## src/rtl/stats_pkg.sv

```systemverilog
// Package: layout of the statistics counter bank.
// Gives each counter its word, bit offset, slot size and size class.
// Assumes 12 counters packed into 5 words of 32 bits.
package stats_pkg;

    localparam int NUM_CTR   = 12;
    localparam int NUM_WORDS = 5;
    localparam int WORD_W    = 32;
    localparam int MAX_SLOT  = 24;

    // Size classes: 0 = frame counter, 1 = medium, 2 = rare error.
    function automatic int ctr_class(input int id);
        case (id)
            0, 2:    return 0;
            6, 7, 8: return 1;
            default: return 2;
        endcase
    endfunction

    // Word index that holds a counter.
    function automatic int ctr_word(input int id);
        case (id)
            0, 1:     return 0;
            2, 3:     return 1;
            4, 5, 6:  return 2;
            7, 8:     return 3;
            default:  return 4;
        endcase
    endfunction

    // Lowest bit of a counter inside its word.
    function automatic int ctr_lsb(input int id);
        case (id)
            1, 3:     return 24;
            5, 10:    return 8;
            6, 8, 11: return 16;
            default:  return 0;
        endcase
    endfunction

    // Width of the slot reserved for a counter.
    function automatic int ctr_slot(input int id);
        case (ctr_class(id))
            0:       return 24;
            1:       return 16;
            default: return 8;
        endcase
    endfunction

    // Configured width of a counter, limited to its slot.
    function automatic int ctr_width(input int id, input int wf, input int wm, input int we);
        int w;
        case (ctr_class(id))
            0:       w = wf;
            1:       w = wm;
            default: w = we;
        endcase
        if (w > ctr_slot(id)) w = ctr_slot(id);
        if (w < 1) w = 1;
        return w;
    endfunction

endpackage

```

## src/rtl/stat_ctr.sv

```systemverilog
// Module: one saturating statistics counter with synchronous clear.
// A clear that coincides with an event restarts the count at one.
// Assumes inc_i and clr_i are single-cycle, synchronous to clk.
module stat_ctr #(
    parameter int W = 8
) (
    input  logic         clk,
    input  logic         rst_n,
    input  logic         inc_i,
    input  logic         clr_i,
    output logic [W-1:0] cnt_o
);

    localparam logic [W-1:0] MAXV = '1;
    localparam logic [W-1:0] ONE  = W'(1);

    // Count, saturate, or restart on clear.
    always_ff @(posedge clk) begin
        if (!rst_n)
            cnt_o <= '0;
        else if (clr_i)
            cnt_o <= inc_i ? ONE : '0;
        else if (inc_i && cnt_o != MAXV)
            cnt_o <= cnt_o + ONE;
    end

    // an uncleared event below the ceiling adds one
    p_step_r2: assert property (@(posedge clk) disable iff (!rst_n)
        (!clr_i && inc_i && cnt_o != MAXV) |=> (cnt_o == $past(cnt_o) + ONE));

    // a full counter stays full until cleared
    p_sat_hold_r3: assert property (@(posedge clk) disable iff (!rst_n)
        (!clr_i && cnt_o == MAXV) |=> (cnt_o == MAXV));

    // a clear with no event leaves zero
    p_clear_r5: assert property (@(posedge clk) disable iff (!rst_n)
        (clr_i && !inc_i) |=> (cnt_o == '0));

    // a clear with an event leaves one
    p_restart_r6: assert property (@(posedge clk) disable iff (!rst_n)
        (clr_i && inc_i) |=> (cnt_o == ONE));

    // with neither clear nor event, the value holds
    p_idle_r2: assert property (@(posedge clk) disable iff (!rst_n)
        (!clr_i && !inc_i) |=> $stable(cnt_o));

endmodule

```

## src/rtl/stat_decode.sv

```systemverilog
// Module: address decode for the statistics window.
// Maps an aligned byte address inside the window to a one-hot word select.
// Assumes the window starts at BASE and spans NUM_WORDS consecutive words.
module stat_decode #(
    parameter int          ADDR_W    = 8,
    parameter int          NUM_WORDS = 5,
    parameter logic [7:0]  BASE      = 8'h30,
    localparam int         IDX_W     = $clog2(NUM_WORDS)
) (
    input  logic                 clk,
    input  logic                 rst_n,
    input  logic                 en_i,
    input  logic [ADDR_W-1:0]    addr_i,
    output logic                 hit_o,
    output logic [IDX_W-1:0]     idx_o,
    output logic [NUM_WORDS-1:0] sel_o
);

    logic [ADDR_W-1:0] offset;
    logic              in_range;

    // Offset from the window base and range test.
    always_comb begin
        offset   = addr_i - ADDR_W'(BASE);
        in_range = (addr_i >= ADDR_W'(BASE)) &&
                   ({2'b00, offset[ADDR_W-1:2]} < ADDR_W'(NUM_WORDS)) &&
                   (addr_i[1:0] == 2'b00);
        hit_o    = en_i && in_range;
        idx_o    = offset[IDX_W+1:2];
    end

    // One select line per word.
    generate
        for (genvar w = 0; w < NUM_WORDS; w++) begin : g_sel
            assign sel_o[w] = hit_o && (idx_o == IDX_W'(w));
        end
    endgenerate

    // at most one word is selected
    p_onehot_sel_r8: assert property (@(posedge clk) disable iff (!rst_n)
        $onehot0(sel_o));

    // no read strobe, no selection
    p_no_sel_idle_r8: assert property (@(posedge clk) disable iff (!rst_n)
        !en_i |-> (sel_o == '0));

endmodule

```

## src/rtl/stats_bank.sv

```systemverilog
// Module: clear-on-read statistics counter bank (top).
// Holds 12 saturating counters packed into 5 words at 0x30..0x40.
// A read captures a word and clears its counters at the same edge.
// Raises an overflow request while any counter has its MSB set.
// Assumes event pulses and reads are synchronous to clk.
module stats_bank
    import stats_pkg::*;
#(
    parameter int         W_FRAME = 24,
    parameter int         W_MID   = 16,
    parameter int         W_ERR   = 8,
    parameter int         ADDR_W  = 8,
    parameter logic [7:0] BASE    = 8'h30
) (
    input  logic               clk,
    input  logic               rst_n,
    input  logic [11:0]        evt_i,
    input  logic               rd_en_i,
    input  logic [ADDR_W-1:0]  rd_addr_i,
    output logic [31:0]        rd_data_o,
    output logic               ovf_req_o
);

    localparam int IDX_W = $clog2(NUM_WORDS);

    logic                 hit;
    logic [IDX_W-1:0]     idx;
    logic [NUM_WORDS-1:0] sel;
    logic [MAX_SLOT-1:0]  cnt_ext [NUM_CTR];
    logic [NUM_CTR-1:0]   msb;
    logic [WORD_W-1:0]    word_val [NUM_WORDS];

    stat_decode #(
        .ADDR_W   (ADDR_W),
        .NUM_WORDS(NUM_WORDS),
        .BASE     (BASE)
    ) u_dec (
        .clk   (clk),
        .rst_n (rst_n),
        .en_i  (rd_en_i),
        .addr_i(rd_addr_i),
        .hit_o (hit),
        .idx_o (idx),
        .sel_o (sel)
    );

    // One counter per event line, sized by its class.
    generate
        for (genvar i = 0; i < NUM_CTR; i++) begin : g_ctr
            localparam int CW = ctr_width(i, W_FRAME, W_MID, W_ERR);
            logic [CW-1:0] cnt;

            stat_ctr #(.W(CW)) u_ctr (
                .clk  (clk),
                .rst_n(rst_n),
                .inc_i(evt_i[i]),
                .clr_i(sel[ctr_word(i)]),
                .cnt_o(cnt)
            );

            assign cnt_ext[i] = MAX_SLOT'(cnt);
            assign msb[i]     = cnt[CW-1];
        end
    endgenerate

    // Pack counters into their words.
    always_comb begin
        for (int w = 0; w < NUM_WORDS; w++) word_val[w] = '0;
        for (int i = 0; i < NUM_CTR; i++)
            word_val[ctr_word(i)] = word_val[ctr_word(i)] |
                                    (WORD_W'(cnt_ext[i]) << ctr_lsb(i));
    end

    // Capture the addressed word; zero when no valid read.
    always_ff @(posedge clk) begin
        if (!rst_n)
            rd_data_o <= '0;
        else if (hit)
            rd_data_o <= word_val[idx];
        else
            rd_data_o <= '0;
    end

    // Overflow request from counter MSBs.
    assign ovf_req_o = |msb;

    // an invalid read returns zero
    p_bad_addr_zero_r8: assert property (@(posedge clk) disable iff (!rst_n)
        (rd_en_i && !hit) |=> (rd_data_o == '0));

    // no read, no data
    p_idle_data_r4: assert property (@(posedge clk) disable iff (!rst_n)
        !rd_en_i |=> (rd_data_o == '0));

    // without a read, the overflow request cannot drop
    p_ovf_sticky_r7: assert property (@(posedge clk) disable iff (!rst_n)
        (ovf_req_o && !rd_en_i) |=> ovf_req_o);

    // without events, the overflow request cannot rise
    p_ovf_rise_r7: assert property (@(posedge clk) disable iff (!rst_n)
        (!ovf_req_o && evt_i == '0) |=> !ovf_req_o);

endmodule

```

## config.mk

```make
export PLATFORM = sky130hd
export DESIGN_NAME = stats_bank
export DESIGN_NICKNAME = d
export VERILOG_FILES = /design/src/rtl/stats_pkg.sv /design/src/rtl/stat_ctr.sv /design/src/rtl/stat_decode.sv /design/src/rtl/stats_bank.sv
export SDC_FILE = /design/constraint.sdc
export NUM_CORES = 1
export LEC_CHECK = 0
export BUFFER_PORTS_ARGS = -buffer_cell sky130_fd_sc_hd__buf_2
export CELL_PAD_IN_SITES_DETAIL_PLACEMENT = 0
export CELL_PAD_IN_SITES_GLOBAL_PLACEMENT = 2
export CORE_AREA = 2 2 169 171
export CTS_CLUSTER_SIZE = 8
export DETAILED_ROUTE_END_ITERATION = 12
export DIE_AREA = 0 0 171 173
export PLACE_DENSITY = 0.81
export RECOVER_POWER = 50
export SLEW_MARGIN = 25
export SYNTH_ARGS = -nofsm -noshare
export SYNTH_HDL_FRONTEND = slang
export SYNTH_SLANG_ARGS = --single-unit
```

## constraint.sdc

```tcl
create_clock -name clk -period 2.5 [get_ports clk]
set_input_delay 0.125 -clock clk [delete_from_list [all_inputs] [get_ports clk]]
set_output_delay 0.125 -clock clk [all_outputs]
set_load 0.02 [all_outputs]
```

======== After elaboration in Yosys (flattened, before gate mapping) ========
Cells that the tools add are included.
word-level totals
  word-level logic and storage cells ...... 128
  register bits ........................... 184
  bits of input ports ..................... 23
  output and inout port bits .............. 33
operators by class
  order comparisons ....................... 3
  reductions and logical operators ........ 36
  mux-type cells .......................... 39
  add/sub/neg operators ................... 13
  eq/ne operators ......................... 16
  bitwise operators ....................... 8
operator list
  kind                                                               count
  two-way mux 8 bit                                                  14
  binary-select mux 32 bit (select 3 bit)                            1
  two-way mux 16 bit                                                 6
  two-way mux 24 bit                                                 4
  two-way mux 32 bit                                                 2
  bitwise OR 16 x 32 -> 32 bit                                       2
  bitwise OR 24 x 32 -> 32 bit                                       2
  adder 8 x 1 -> 8 bit, second input constant                        7
  inequality test 8 bit, second input constant                       7
  adder 16 x 1 -> 16 bit, second input constant                      3
  adder 24 x 1 -> 24 bit, second input constant                      2
  inequality test 16 bit, second input constant                      3
  inequality test 24 bit, second input constant                      2
  bitwise OR 8 x 16 -> 16 bit                                        2
  bitwise OR 16 x 24 -> 24 bit                                       1
  nonzero test 2 bit                                                 12
  logical AND 1 bit                                                  20
  two-way mux 1 bit                                                  12
  OR reduction 12 bit                                                1
  greater-or-equal comparator 8 x 6 -> 1 bit, second input constant  1
  subtractor 8 x 6 -> 8 bit, second input constant                   1
  equality test 3 x 2 -> 1 bit, second input constant                2
  less-than comparator 6 x 3 -> 1 bit, second input constant         1
  greater-or-equal comparator 4 bit, second input constant           1
  6 further kinds                                                    6

======== Depth between registers and ports, before layout ========
  word-level depth ........................ 7
  mapped depth ............................ 9

======== By module ========
From an unflattened synthesis, not the netlist that was laid out.
second synthesis, totals
  cells, all modules ...................... 1119
  area total of the unflattened synthesis .. 10033.4 sq um
modules (own cells, without submodules)
  module                           times used  area each (sq um)  cells each  seq. area each (sq um)
  stat_ctr at g_ctr[10].u_ctr ...  7           426.7              49          160.2
  stat_ctr at g_ctr[6].u_ctr ...   3           835.8              98          320.3
  stat_ctr at g_ctr[0].u_ctr ...   2           1217.4             146         480.5
  stats_bank                       1           1928.1             166         640.6
  stat_decode                      1           176.4              24          0.0

======== Worst setup path before layout ========
Ideal clock, no wire load.
  kind .................................... input to register
  start ................................... input port rd_addr_i[4]
  end ..................................... register g_ctr[4].u_ctr.cnt_o[1]
  data required time ...................... 2.372 ns
  arrival ................................. 2.335 ns
  library setup time ...................... 0.128 ns
  path slack .............................. 0.037 ns
  cell stages on the path ................. 9
  cells stage by stage .................... buf_2 > inv_1 > ha_1 > nor4_2 > nand4_1 > nand2_1 > clkbuf_1 > buf_1 > nor2_1
between the ends
  word-level cells in the longest chain between the ends .. 7
RTL lines
  what                                                     RTL line           source
  start, declared                                          stats_bank.sv:19   input logic [ADDR_W-1:0] rd_addr_i,
  subtractor 8 x 6 -> 8 bit                                stat_decode.sv:24  offset = addr_i - ADDR_W'(BASE);
  less-than comparator 6 x 3 -> 1 bit                      stat_decode.sv:26  ({2'b00, offset[ADDR_W-1:2]} < ADDR_W'(NUM_WORDS)) &&
  logical AND 1 bit                                        stat_decode.sv:25  in_range = (addr_i >= ADDR_W'(BASE)) &&
  logical AND 1 bit                                        stat_decode.sv:26
  logical AND 1 bit                                        stat_decode.sv:28  hit_o = en_i && in_range;
  logical AND 1 bit *                                      stat_decode.sv:35  assign sel_o[w] = hit_o && (idx_o == IDX_W'(w));
  two-way mux 8 bit or nonzero test 2 bit (tied branches)  n/a
  end signal, assigned                                     stat_ctr.sv:22     cnt_o <= inc_i ? ONE : '0;
  end signal, assigned                                     stat_ctr.sv:24     cnt_o <= cnt_o + ONE;
  end, declared                                            stat_ctr.sv:11     output logic [W-1:0] cnt_o
Every way passes the cells marked *; elsewhere a longest branch is shown, timed or not.
A chain may end at the register's enable or synchronous reset.

======== Worst setup path in the final report ========
  start ................................... register g_ctr[0].u_ctr.cnt_o[3]
  end ..................................... register g_ctr[0].u_ctr.cnt_o[23]
between the ends
  word-level cells in the longest chain between the ends .. 3
RTL lines
  what                                                              RTL line                        source
  start, declared                                                   stat_ctr.sv:11
  start signal, assigned                                            stat_ctr.sv:22
  start signal, assigned                                            stat_ctr.sv:24
  adder 24 x 1 -> 24 bit or inequality test 24 bit (tied branches)  stat_ctr.sv:24, stat_ctr.sv:23
  two-way mux 24 bit or logical AND 1 bit (tied branches)           stat_ctr.sv:23                  else if (inc_i && cnt_o != MAXV)
  two-way mux 24 bit or nonzero test 2 bit (tied branches)          n/a
Several ways; a longest one is shown, not always the timed one. The select of a mux whose other input is x is not followed.

==> run_results.csv <==
group,metric,value,unit
clock_network,cts.path.max_buffers,2,
power_and_ir_drop,share_seq_of_total_power,50.0,%
floorplan,die_w,171,µm
hold_path,worst_hold_path_startpoint,"evt_i[2]",
clock_network,cts_tree,"built",
yosys,synthesis.instances,1055,
power_and_ir_drop,clock_power_share,44.4,%
critical_path,startpoint_of_the_lowest_slack_register_to_register_path,"g_ctr[0].u_ctr.cnt_o[3]",
cells_and_area,layout.cells.most_common,"sky130_fd_sc_hd__dfxtp_1",
sta,finalHoldViolations,0,
sta,achievable-frequency,430,MHz
floorplan,placementRows,61,
critical_path,critical_path.max_stage_delay,0.66,ns
hold_path,holdPathStages,3,
power_and_ir_drop,power_leakage,3.53,nW
clock_network,worstSkewPairLatency,0.43,ns
critical_path,r2r.worst_path.cells,5,
yosys,synth.cell_area,9310,µm²
cells_and_area,nNetsFinal,1150,
yosys,synth_cell_type_count,53,
critical_path,path_max_fanout,8,
detailed_routing,num_vias,7988,
yosys,synthesis_stage_register_bit_count,184,
sta,finalCritPeriodShare,93.0,%
cells_and_area,area_growth_syn_to_layout,14.9,%
sta,slew_worst_pin,0.688,ns
sta,setup-violations-final,0,
sta,totalNegativeSetupSlack,0,ns
floorplan,ioPinCount,56,
detailed_routing,antenna_left,0,
global_routing,grt_pass1_vias,7339,
yosys,ys.flop_type,"sky130_fd_sc_hd__dfxtp_1",
placed_design,detailedPlacementHpwl,19400,µm
critical_path,critical_path_required,2.86,ns
detailed_routing,routed_wirelength,26000,µm
cells_and_area,post_route_cells_drive_above_1_share,10.8,%
cells_and_area,post_layout_utilization_of_the_core,38.7,%
outcome,status,"finished clean",
detailed_routing,drc,0,
global_routing,grt_antenna_before_repair,0,
run,maxCapViolations,0,
clock_network,cts_buffers,17,
yosys,synth_async_sr_flop_share,0,%
yosys,postSynthAreaPerCell,8.82,µm²
yosys,synthSimpleGateAreaFrac,26.8,%
detailed_routing,route.detailed.vias_per_inst,5.31,
placed_design,finalWeightedCongestion,0.814,
sta,relSlewSlack,54.0,%
yosys,synth_fp_nets,1092,
critical_path,worst_path_most_repeated_cell,"sky130_fd_sc_hd__or4_1",
yosys,combinational_family_with_the_most_area_after_synthesis,"simple AND/OR/NAND/NOR gates",
critical_path,worst_setup_path_end_kind,"register",
floorplan,die-height,173,µm
sta,timing.clock.skew,0.00973,ns
critical_path,worst_path_max_delay_cell,"sky130_fd_sc_hd__or4_1",
power_and_ir_drop,pwr-share-comb,5.5,%
critical_path,cp_cell_sequence,"nand4_2 > or3_1 > or4_1 > or4_1 > a21oi_1",
detailed_routing,wire_per_inst,17.3,µm
yosys,ys_warn_count,0,
clock_network,cts_setup_buffers,0,
cells_and_area,diodes,0,
power_and_ir_drop,power.ir.vdd_worst,0.000420,V
global_routing,grt_first_pass_wirelength,41300,µm
critical_path,startpoint_type_of_the_worst_setup_path,"register",
cells_and_area,final_cell_mix,"184 x sky130_fd_sc_hd__dfxtp_1, 169 x sky130_fd_sc_hd__nor2_1, 60 x sky130_fd_sc_hd__xnor2_1",
yosys,synth_sequential_area_ratio,39.6,%
yosys,xor_xnor_share_of_the_synthesized_area,8.75,%
critical_path,ff2ff_setup_slack,0.17,ns
clock_network,tritoncts_num_sinks,184,
critical_path,critical_path_class,"register to register",
floorplan,initial_core_util,33.7,%
yosys,synth-edff-count,0,
power_and_ir_drop,p_int,0.00453,W
sta,rsz0062_at_grt,"false",
sta,final.hold.worst_slack,0.0340,ns
placed_design,port_buffers,55,
power_and_ir_drop,p_sw,0.00150,W
global_routing,grt_use_total,17.9,%
yosys,synth_area_in_compound_gates,10.4,%
yosys,synth_adder_area_share,1.88,%
critical_path,regToRegEndpoint,"g_ctr[0].u_ctr.cnt_o[23]",
clock_network,clock_tree.htree_level_count,4,
critical_path,timing.critical_path.arrival,2.69,ns
clock_network,root_buffer,"sky130_fd_sc_hd__clkbuf_16",
global_routing,overflow_left_after_global_routing,0,
floorplan,design.die.area,29600,µm²
sta,slew_viol_final,0,
global_routing,grt_start_max_net_pins,31,
sta,finalCriticalPeriod,2.33,ns
detailed_routing,dr.first_iter.drc_count,619,
floorplan,core_area,27600,µm²
power_and_ir_drop,power_density,564,nW/µm²
power_and_ir_drop,swShare,24.8,%
detailed_routing,detail_route.first_pass.iterations,5,
clock_network,cts.clk_slew.worst_paths,0.07,ns
hold_path,worst_hold_path_type,"input pin to register",
hold_path,hold_end,"g_ctr[2].u_ctr.cnt_o[1]",
yosys,yosys-mux-area-fraction,9.41,%
==> power groups by stage <==
stage / logic (W) / clock network, W / registers [W]
after CTS: 0.000338 / 0.00275 / 0.00302
final: 0.000334 / 0.00268 / 0.00302
after floorplan: 0.000219 / 0 / 0.00306
after global placement: 0.000333 / 0 / 0.00308
after detailed placement: 0.000335 / 0 / 0.00308
after global routing: 0.000368 / 0.00288 / 0.00302
==> worst max-delay path: cells and delay by family, from the launching register on <==
family | cells | cell delay (ns)
compound gates | 1 | 0.14
flops | 1 | 0.45
simple gates | 4 | 1.68
==> layer usage <==
layer / track usage (%) / vias up / part of all wire (%)
met5: 0 / - / 0
met4: 3.81 / 0 / 0.69
li1: - / 3971 / -
met3: 3.23 / 9 / 5.3
met1: 27.1 / 3804 / 51
met2: 26.4 / 204 / 43
==> cells in the mapped netlist (3+ instances only) <==
| library cell | count | area (µm²) |
|---|---|---|
| sky130_fd_sc_hd__a2111oi_0 | 4 | 35.0 |
| sky130_fd_sc_hd__a211oi_1 | 18 | 135 |
| sky130_fd_sc_hd__a21oi_1 | 40 | 200 |
| sky130_fd_sc_hd__a22oi_1 | 24 | 180 |
| sky130_fd_sc_hd__a31oi_1 | 7 | 43.8 |
| sky130_fd_sc_hd__and2_1 | 5 | 31.3 |
| sky130_fd_sc_hd__and3_1 | 26 | 163 |
| sky130_fd_sc_hd__and4_1 | 16 | 140 |
| sky130_fd_sc_hd__buf_1 | 6 | 22.5 |
| sky130_fd_sc_hd__buf_2 | 3 | 15.0 |
| sky130_fd_sc_hd__clkbuf_1 | 40 | 150 |
| sky130_fd_sc_hd__dfxtp_1 | 184 | 3680 |
| sky130_fd_sc_hd__ha_1 | 14 | 175 |
| sky130_fd_sc_hd__inv_1 | 25 | 93.8 |
| sky130_fd_sc_hd__mux2i_1 | 14 | 140 |
| sky130_fd_sc_hd__mux4_2 | 31 | 698 |
| sky130_fd_sc_hd__nand2_1 | 54 | 203 |
| sky130_fd_sc_hd__nand2b_1 | 3 | 18.8 |
| sky130_fd_sc_hd__nand3_1 | 51 | 255 |
| sky130_fd_sc_hd__nand3b_1 | 4 | 30.0 |
| sky130_fd_sc_hd__nand4_1 | 52 | 325 |
| sky130_fd_sc_hd__nand4b_1 | 3 | 26.3 |
| sky130_fd_sc_hd__nor2_1 | 169 | 634 |
| sky130_fd_sc_hd__nor2b_1 | 18 | 113 |
| sky130_fd_sc_hd__nor3_1 | 41 | 205 |
| sky130_fd_sc_hd__nor3b_1 | 5 | 37.5 |
| sky130_fd_sc_hd__nor4_1 | 17 | 106 |
| sky130_fd_sc_hd__o211ai_1 | 8 | 60.1 |
| sky130_fd_sc_hd__o21ai_0 | 22 | 110 |
| sky130_fd_sc_hd__o31a_1 | 4 | 35.0 |
| sky130_fd_sc_hd__o31ai_1 | 7 | 52.6 |
| sky130_fd_sc_hd__or2_2 | 5 | 31.3 |
| sky130_fd_sc_hd__or3_1 | 14 | 87.6 |
| sky130_fd_sc_hd__or4_1 | 5 | 37.5 |
| sky130_fd_sc_hd__xnor2_1 | 60 | 526 |
| sky130_fd_sc_hd__xor2_1 | 33 | 289 |
==> through the flow <==
stage                     power, W  instances  cell area, µm²  setup slack [ns]
after CTS                  0.00611       1504           10800             0.173
after global placement     0.00342       1470           10200             0.240
after detailed placement   0.00342       1470           10200             0.196
final                      0.00603       1504           10700             0.175
after global routing       0.00627       1504           10700            0.0164
after floorplan            0.00328       1055            9310            0.0373
==> registers in the layout (all words and copies together) (netlist names) <==
register           flops
g_ctr.u_ctr.cnt_o    152
rd_data_o             32
==> final cells by class <==
type	instances	area, µm²
inverters	25	93.8
clock inverters	13	135
multi-input cells	796	5330
flip-flops and latches	184	3680
well taps	378	473
clock buffers	19	443
repair buffers	89	537
fillers	2810	16900
==> worst max-delay path by stage <==
| stage | slack [ns] | end | startpoint |
|---|---|---|---|
| 3_5_place_dp | 0.20 | g_ctr[0].u_ctr.cnt_o[23] | g_ctr[0].u_ctr.cnt_o[3] |
| 6_report | 0.17 | g_ctr[0].u_ctr.cnt_o[23] | g_ctr[0].u_ctr.cnt_o[3] |
| 2_1_floorplan | 0.04 | g_ctr[4].u_ctr.cnt_o[1] | rd_addr_i[4] |
| 4_1_cts | 0.17 | g_ctr[0].u_ctr.cnt_o[23] | g_ctr[0].u_ctr.cnt_o[3] |
| 3_3_place_gp | 0.24 | g_ctr[0].u_ctr.cnt_o[23] | g_ctr[0].u_ctr.cnt_o[3] |
| 5_1_grt | 0.02 | g_ctr[10].u_ctr.cnt_o[2] | rd_addr_i[4] |
==> what timing repair did <==
item                      CTS  global route
hold buffers                2             0
gates resized for setup     0             0
hold endpoints to repair    2             0
==> cells by family after synthesis <==
family                   after synthesis
buffers and inverters                 75
AND/OR/NAND/NOR                      493
XOR/XNOR                              93
flip-flops                           184
adder cells (fa/ha/maj)               14
multiplexers                          47
AO/OA/AOI/OAI                        149
Power figures use the tool's default switching activity.
